$ cat src/rtl/dram_emu_pkg.sv
package dram_emu_pkg;

    typedef enum logic [1:0] {
        ST_IDLE  = 2'd0,
        ST_SENSE = 2'd1,
        ST_OPEN  = 2'd2,
        ST_WB    = 2'd3
    } ctrl_state_e;

    typedef struct packed {
        logic sense;
        logic wback;
        logic lat_rd;
        logic lat_wr;
    } arr_cmd_t;

    function automatic logic is_busy_state(input ctrl_state_e s);
        return (s == ST_SENSE) || (s == ST_WB);
    endfunction

endpackage

$ cat src/rtl/dram_addr_split.sv
module dram_addr_split #(
    parameter int HALF_W = 2
) (
    input  logic [2*HALF_W-1:0] addr,
    output logic [HALF_W-1:0]   row,
    output logic [HALF_W-1:0]   col
);
    // row in the high half, column in the low half
    assign row = addr[2*HALF_W-1:HALF_W];
    assign col = addr[HALF_W-1:0];
endmodule

$ cat src/rtl/dram_cell_array.sv
module dram_cell_array #(
    parameter int HALF_W = 2
) (
    input  logic                   clk,
    input  logic                   rst,
    input  logic                   sense_en,
    input  logic [HALF_W-1:0]      sense_row,
    input  logic                   wb_en,
    input  logic [HALF_W-1:0]      wb_row,
    input  logic [(1<<HALF_W)-1:0] wb_data,
    output logic [(1<<HALF_W)-1:0] sense_data,
    output logic [(1<<HALF_W)-1:0] row_valid
);
    localparam int ROWS = 1 << HALF_W;
    localparam int COLS = 1 << HALF_W;

    logic [COLS-1:0] cells [ROWS];
    logic [ROWS-1:0] hit_wb;
    logic [ROWS-1:0] hit_sense;

    for (genvar r = 0; r < ROWS; r++) begin : g_row_dec
        assign hit_wb[r]    = wb_en    && (wb_row    == HALF_W'(r));
        assign hit_sense[r] = sense_en && (sense_row == HALF_W'(r));
    end

    assign sense_data = cells[sense_row];

    always_ff @(posedge clk) begin
        if (rst) begin
            for (int r = 0; r < ROWS; r++) begin
                cells[r]     <= '0;
                row_valid[r] <= 1'b1;
            end
        end else begin
            for (int r = 0; r < ROWS; r++) begin
                if (hit_wb[r]) begin
                    cells[r]     <= wb_data;
                    row_valid[r] <= 1'b1;
                end else if (hit_sense[r]) begin
                    // destructive read: charge is gone until restored
                    cells[r]     <= '0;
                    row_valid[r] <= 1'b0;
                end
            end
        end
    end

    AST_NO_WB_WITH_SENSE: assert property (@(posedge clk) disable iff (rst)
        !(wb_en && sense_en));
    AST_SENSE_VALID_ROW: assert property (@(posedge clk) disable iff (rst)
        sense_en |-> row_valid[sense_row]);
endmodule

$ cat src/rtl/dram_row_latch.sv
module dram_row_latch #(
    parameter int HALF_W = 2
) (
    input  logic                   clk,
    input  logic                   rst,
    input  logic                   load_en,
    input  logic [(1<<HALF_W)-1:0] load_data,
    input  logic [HALF_W-1:0]      col,
    input  logic                   rd_en,
    input  logic                   wr_en,
    input  logic                   wbit,
    output logic [(1<<HALF_W)-1:0] latch_q,
    output logic                   rdata,
    output logic                   rdata_vld
);
    always_ff @(posedge clk) begin
        if (rst) begin
            latch_q   <= '0;
            rdata     <= 1'b0;
            rdata_vld <= 1'b0;
        end else begin
            if (load_en) begin
                latch_q <= load_data;
            end else if (wr_en) begin
                latch_q[col] <= wbit;
            end
            rdata_vld <= rd_en;
            if (rd_en) begin
                rdata <= latch_q[col];
            end
        end
    end

    AST_LOAD_NO_WRITE: assert property (@(posedge clk) disable iff (rst)
        load_en |-> !wr_en);
    AST_RD_WR_EXCL: assert property (@(posedge clk) disable iff (rst)
        !(rd_en && wr_en));
endmodule

$ cat src/rtl/dram_ctrl.sv
module dram_ctrl
    import dram_emu_pkg::*;
#(
    parameter int HALF_W = 2
) (
    input  logic              clk,
    input  logic              rst,
    input  logic              row_open,
    input  logic              row_close,
    input  logic              col_acc,
    input  logic              col_we,
    input  logic [HALF_W-1:0] req_row,
    output arr_cmd_t          cmd,
    output logic [HALF_W-1:0] cur_row,
    output logic [HALF_W-1:0] nxt_row,
    output logic              busy,
    output logic              active,
    output logic              acc_err
);
    ctrl_state_e state;
    logic        reopen_q;
    logic        acc_ok;

    assign acc_ok     = col_acc && (state == ST_OPEN);
    assign cmd.sense  = (state == ST_SENSE);
    assign cmd.wback  = (state == ST_WB);
    assign cmd.lat_rd = acc_ok && !col_we;
    assign cmd.lat_wr = acc_ok && col_we;
    assign busy       = is_busy_state(state);
    assign active     = (state == ST_OPEN);

    always_ff @(posedge clk) begin
        if (rst) begin
            state    <= ST_IDLE;
            cur_row  <= '0;
            nxt_row  <= '0;
            reopen_q <= 1'b0;
            acc_err  <= 1'b0;
        end else begin
            acc_err <= col_acc && (state != ST_OPEN);
            unique case (state)
                ST_IDLE: begin
                    if (row_open) begin
                        nxt_row <= req_row;
                        state   <= ST_SENSE;
                    end
                end
                ST_SENSE: begin
                    cur_row <= nxt_row;
                    state   <= ST_OPEN;
                end
                ST_OPEN: begin
                    if (row_open) begin
                        nxt_row  <= req_row;
                        reopen_q <= 1'b1;
                        state    <= ST_WB;
                    end else if (row_close) begin
                        reopen_q <= 1'b0;
                        state    <= ST_WB;
                    end
                end
                ST_WB: begin
                    state <= reopen_q ? ST_SENSE : ST_IDLE;
                end
                default: state <= ST_IDLE;
            endcase
        end
    end

    AST_BUSY_NOT_OPEN: assert property (@(posedge clk) disable iff (rst)
        !(busy && active));
    AST_ERR_CAUSE: assert property (@(posedge clk) disable iff (rst)
        acc_err |-> ($past(col_acc) && !$past(active)));
endmodule

$ cat src/rtl/dram_row_emu.sv
module dram_row_emu
    import dram_emu_pkg::*;
#(
    parameter int HALF_W = 2
) (
    input  logic                clk,
    input  logic                rst,
    input  logic [2*HALF_W-1:0] addr,
    input  logic                row_open,
    input  logic                row_close,
    input  logic                col_acc,
    input  logic                col_we,
    input  logic                wdata,
    output logic                rdata,
    output logic                rdata_vld,
    output logic                busy,
    output logic                row_active,
    output logic                acc_err
);
    localparam int COLS = 1 << HALF_W;

    logic [HALF_W-1:0] a_row;
    logic [HALF_W-1:0] a_col;
    logic [HALF_W-1:0] cur_row;
    logic [HALF_W-1:0] nxt_row;
    logic [COLS-1:0]   sense_data;
    logic [COLS-1:0]   latch_q;
    logic [COLS-1:0]   row_valid;
    arr_cmd_t          cmd;

    dram_addr_split #(.HALF_W(HALF_W)) u_split (
        .addr (addr),
        .row  (a_row),
        .col  (a_col)
    );

    dram_ctrl #(.HALF_W(HALF_W)) u_ctrl (
        .clk       (clk),
        .rst       (rst),
        .row_open  (row_open),
        .row_close (row_close),
        .col_acc   (col_acc),
        .col_we    (col_we),
        .req_row   (a_row),
        .cmd       (cmd),
        .cur_row   (cur_row),
        .nxt_row   (nxt_row),
        .busy      (busy),
        .active    (row_active),
        .acc_err   (acc_err)
    );

    dram_cell_array #(.HALF_W(HALF_W)) u_array (
        .clk        (clk),
        .rst        (rst),
        .sense_en   (cmd.sense),
        .sense_row  (nxt_row),
        .wb_en      (cmd.wback),
        .wb_row     (cur_row),
        .wb_data    (latch_q),
        .sense_data (sense_data),
        .row_valid  (row_valid)
    );

    dram_row_latch #(.HALF_W(HALF_W)) u_latch (
        .clk       (clk),
        .rst       (rst),
        .load_en   (cmd.sense),
        .load_data (sense_data),
        .col       (a_col),
        .rd_en     (cmd.lat_rd),
        .wr_en     (cmd.lat_wr),
        .wbit      (wdata),
        .latch_q   (latch_q),
        .rdata     (rdata),
        .rdata_vld (rdata_vld)
    );

    AST_OPEN_ROW_INVALID: assert property (@(posedge clk) disable iff (rst)
        row_active |-> !row_valid[cur_row]);
    AST_WB_RESTORES: assert property (@(posedge clk) disable iff (rst)
        cmd.wback |=> row_valid[$past(cur_row)]);
    AST_RVLD_SOURCE: assert property (@(posedge clk) disable iff (rst)
        rdata_vld |-> ($past(row_active) && $past(col_acc) && !$past(col_we)));
endmodule

$ cat config.mk
export PLATFORM = sky130hd
export DESIGN_NAME = dram_row_emu
export DESIGN_NICKNAME = d
export VERILOG_FILES = /design/src/rtl/dram_emu_pkg.sv /design/src/rtl/dram_addr_split.sv /design/src/rtl/dram_cell_array.sv /design/src/rtl/dram_row_latch.sv /design/src/rtl/dram_ctrl.sv /design/src/rtl/dram_row_emu.sv
export SDC_FILE = /design/constraint.sdc
export NUM_CORES = 1
export LEC_CHECK = 0
export BUFFER_PORTS_ARGS = -buffer_cell sky130_fd_sc_hd__buf_2
export CAP_MARGIN = 20
export CORE_ASPECT_RATIO = 0.7
export CORE_UTILIZATION = 30
export CTS_CLUSTER_SIZE = 20
export DETAILED_ROUTE_END_ITERATION = 16
export GPL_ROUTABILITY_DRIVEN = 0
export MAX_ROUTING_LAYER = met4
export PLACE_DENSITY = 0.53
export SYNTH_ARGS = -nofsm -noshare
export SYNTH_HDL_FRONTEND = slang
export SYNTH_SLANG_ARGS = --single-unit
$ cat constraint.sdc
create_clock -name clk -period 2.12 [get_ports clk]
set_clock_uncertainty 0.1 [all_clocks]
set_input_delay 0.212 -clock clk [delete_from_list [all_inputs] [get_ports clk]]
set_output_delay 0.212 -clock clk [all_outputs]
set_load 0.03 [all_outputs]
==> impl_summary.txt <==
----------------------------------------------------
[Run status]
  Result of the run ... finished clean

[Floorplanning]
  Initial cell density of the core ... 0.318
  Height of the die ... 62.2 um
  Chip width ... around 88 um
  Std-Cell Core Area ... 4890 um2
  Placement Rows ... 21
  Die outline area ... roughly 5500 um2
  Count of boundary I/O pins ... 16

[Worst setup path]
  Endpoint required time on the critical path ... 1.81 ns
  Top fanout value on the critical path ... 13
  CP startpoint kind ... register
  CP arrival ... around 1.7 ns
  Worst Setup Path Type ... reg -> out
  R2R depth ... 6
  CP endpoint kind ... primary output
  Register-to-register setup slack ... 0.18 ns

[Clocking]
  Count of cells resized by post-cts repair ... 0
  Cts hold-fix bufs ... 0
  Clock Path Buffers ... 2
  CTS clock-pin slew for the worst setup and hold paths ... 0.07 ns
  Clock latency of the later-clocked register in the worst-skew pair ... about 0.28 ns
  Clock tree from TritonCTS ... yes
  Htree depth ... 2
  Number of buffers inserted during clock tree synthesis ... 5
  Clock Tree Root ... sky130_fd_sc_hd__clkbuf_8
  Number of buffers inserted to repair setup after CTS ... 0
  Number of sinks on the clock net ... 32

[Final layout]
  Antenna diode count ... 0
  Net total in the final layout ... 181
  Area added between synthesis and finish ... 15.8%
  Final standard cell count with taps included and fillers excluded ... approximately 230
  Total of fill cells in the finished design ... 512
  Fraction of final layout cells sized beyond drive strength 1 ... 0.170
  Final non-filler cell area ... 1800 um2
  Top library cells by usage in the layout, fill and taps aside ... sky130_fd_sc_hd__and2_1, sky130_fd_sc_hd__dfxtp_1, sky130_fd_sc_hd__edfxtp_1, sky130_fd_sc_hd__buf_2, sky130_fd_sc_hd__a211oi_1

[Timing]
  Post-route clock period utilization ... 0.925
  Final Hold Viols ... 0
  Post-route setup TNS ... 0 ns
  Final max-slew violation count ... 0
  Tightest hold margin ... approximately 0.069 ns
  Final critical-path required period ... 1.96 ns
  Headroom to the max-slew limit ... 0.644
  Unrepaired setup endpoints after global routing ... false
  Highest Clock Rate ... 0.510 GHz
  Number of endpoints failing setup at the final stage ... 0
  Transition time of the tightest slew-check pin ... 0.533 ns

[Global route]
  GRT Max-Usage Layer ... met1
  Number of antenna violations at the first check in global routing ... 0
  First-pass GRT wire length ... around 6000 um
  M1 GR Usage ... 0.216
  Number of global-route vias before repair ... around 1200
  GR met2 Demand/Resource ... 0.200
  Global Route Usage Sum ... 0.151
  Remaining global-route overflow ... 0
  Pin count of the biggest net entering global routing ... 21
  Met3 routing resource usage after global routing ... 0.0439

[Synth]
  Simple-gate portion of the synthesized area ... 0.247
  Xor/xnor share of the synthesized area ... 0
  YS warnings ... 0
  Netlist area before placement ... 1550 um2
  Most used flip-flop cell after synthesis ... sky130_fd_sc_hd__edfxtp_1
  Multiplexer fraction of the synthesized cell area ... 0.0403
  Largest cells by area after synthesis ... sky130_fd_sc_hd__edfxtp_1, sky130_fd_sc_hd__dfxtp_1, sky130_fd_sc_hd__and2_1
  Number of enable-type register cells in the synthesized netlist ... 16
  Total of flip-flops plus latches after synthesis ... 32
  Netlist cell types ... 36
  Asr flop ratio synth ... 0
  Largest family of logic cells by synthesized area ... simple AND/OR/NAND/NOR gates
  Top-area cell type share of the netlist area ... 0.309
  Share of the synthesized area in compound gates (AO/OA/AOI/OAI) ... 0.119
  Average size of a mapped cell ... between 10 and 15 um2
  Post-Syn Instances ... approximately 150
  Post-Synth Adder-Cell Area ... 0.0483
  Syn_nets ... 164
  Biggest area consumer among synthesized cells ... sky130_fd_sc_hd__edfxtp_1
  Sequential share of the synthesized area ... 0.515

[Placement]
  Cells after DPL ... around 230
  Buffers added on ports ... 15
  Post-placement cell area ... 1690 um2
  DPL Wire Length ... 2560 um

[Detailed routing]
  Drt initial violations ... 69
  Number of design rule violations left after detail routing ... 0
  Vias per cell ... 4.86
  WL per Instance ... 15.0 um
  Wirelength, routed ... 3500 um
  Total vias in the final route ... 1138
  Antenna Violating Nets Remaining ... 0
  DRT Pass-1 Iters ... 4

[Hold path]
  Worst Hold Depth ... 2
  Classification of the worst-slack hold path ... in -> reg

[Pwr]
  Power per Cell Area ... 1140 nW/um2
  Total power of the final layout ... 2.04 mW
  Maximum resistive drop on vdd ... 0.478 mV
  Leakage component of the power ... 0.683 nW

[Run]
  Max Cap Violations ... 0

----------------------------------------------------
-- layout make-up --
| class | instances | area [um2] | area share |
|---|---|---|---|
| well taps | 69 | 86.3 | 0.0480 |
| inverters | 6 | 22.5 | 0.0125 |
| clock buffers | 6 | 72.6 | 0.0403 |
| repair buffers | 15 | 75.1 | 0.0417 |
| multi-input cells | 104 | 707 | 0.393 |
| clock inverters | 2 | 35.0 | 0.0195 |
| flip-flops and latches | 32 | 801 | 0.445 |
-- cell usage after synthesis (2+ instances only) --
cell                       instances
sky130_fd_sc_hd__and2_1           16
sky130_fd_sc_hd__dfxtp_1          16
sky130_fd_sc_hd__edfxtp_1         16
sky130_fd_sc_hd__a211oi_1         11
sky130_fd_sc_hd__nor2b_1          10
sky130_fd_sc_hd__nor2_1            8
sky130_fd_sc_hd__nand2_1           7
sky130_fd_sc_hd__ha_1              6
sky130_fd_sc_hd__inv_1             5
sky130_fd_sc_hd__nor3_1            5
sky130_fd_sc_hd__mux2i_1           4
sky130_fd_sc_hd__nor4_1            4
sky130_fd_sc_hd__clkbuf_1          3
sky130_fd_sc_hd__nand2b_1          3
sky130_fd_sc_hd__nand3_1           3
sky130_fd_sc_hd__nor3b_1           3
sky130_fd_sc_hd__o21ai_1           3
sky130_fd_sc_hd__a21oi_1           2
sky130_fd_sc_hd__a221oi_1          2
sky130_fd_sc_hd__a31oi_1           2
sky130_fd_sc_hd__nand3b_1          2
sky130_fd_sc_hd__nand4_1           2
-- through the flow --
stage	util	worst slack, ns
2_1_floorplan	-	0.198
3_3_place_gp	0.346	0.316
3_5_place_dp	0.346	0.218
4_1_cts	0.368	0.143
5_1_grt	0.368	0.0253
6_report	0.368	0.158
-- kinds of logic (layout without fill, tap and decap cells) --
logic type,count (synthesis),count (layout)
and+or+nand+nor,68,68
DFF,32,32
buffers and inverters,11,29
AOI/OAI and AO/OA,25,25
muxes,5,5
adders and majority gates,6,6
-- power by group --
group | switching [mW] | leakage, nW | internal, mW
combinational | 0.342 | 0.330 | 0.233
sequential | 0.139 | 0.298 | 0.763
clock | 0.219 | 0.0552 | 0.348
-- worst max-delay path, stage by stage, from the launching register on --
cell and delay (ns):
sky130_fd_sc_hd__dfxtp_1 0.43, sky130_fd_sc_hd__inv_1 0.11, sky130_fd_sc_hd__ha_1 0.36, sky130_fd_sc_hd__or2_1 0.29, sky130_fd_sc_hd__buf_2 0.17
-- per-layer routing --
metal,up-vias,share of wire
li1,566,-
met1,534,0.51
met2,31,0.42
met3,7,0.050
met4,0,0.017
met5,-,0
-- flip-flops by register name (all words and copies together), names as in the netlist, named ones only --
name and flops:
u_ctrl.state 2, u_ctrl.acc_err 1, u_latch.latch_q 4, u_latch.rdata_vld 1, u_latch.rdata 1, u_ctrl.cur_row 2, u_ctrl.nxt_row 2, u_ctrl.reopen_q 1
u_array.cells 16
-- path summary, 6_finish.rpt --
check,to,startpoint
max,busy,u_ctrl.state[1]
min,u_latch.rdata_vld,col_we
max reg2reg,u_latch.latch_q[1],u_ctrl.state[0]
min reg2reg,u_latch.rdata,u_latch.rdata
Note: power is estimated with default switching activity, not from simulation.
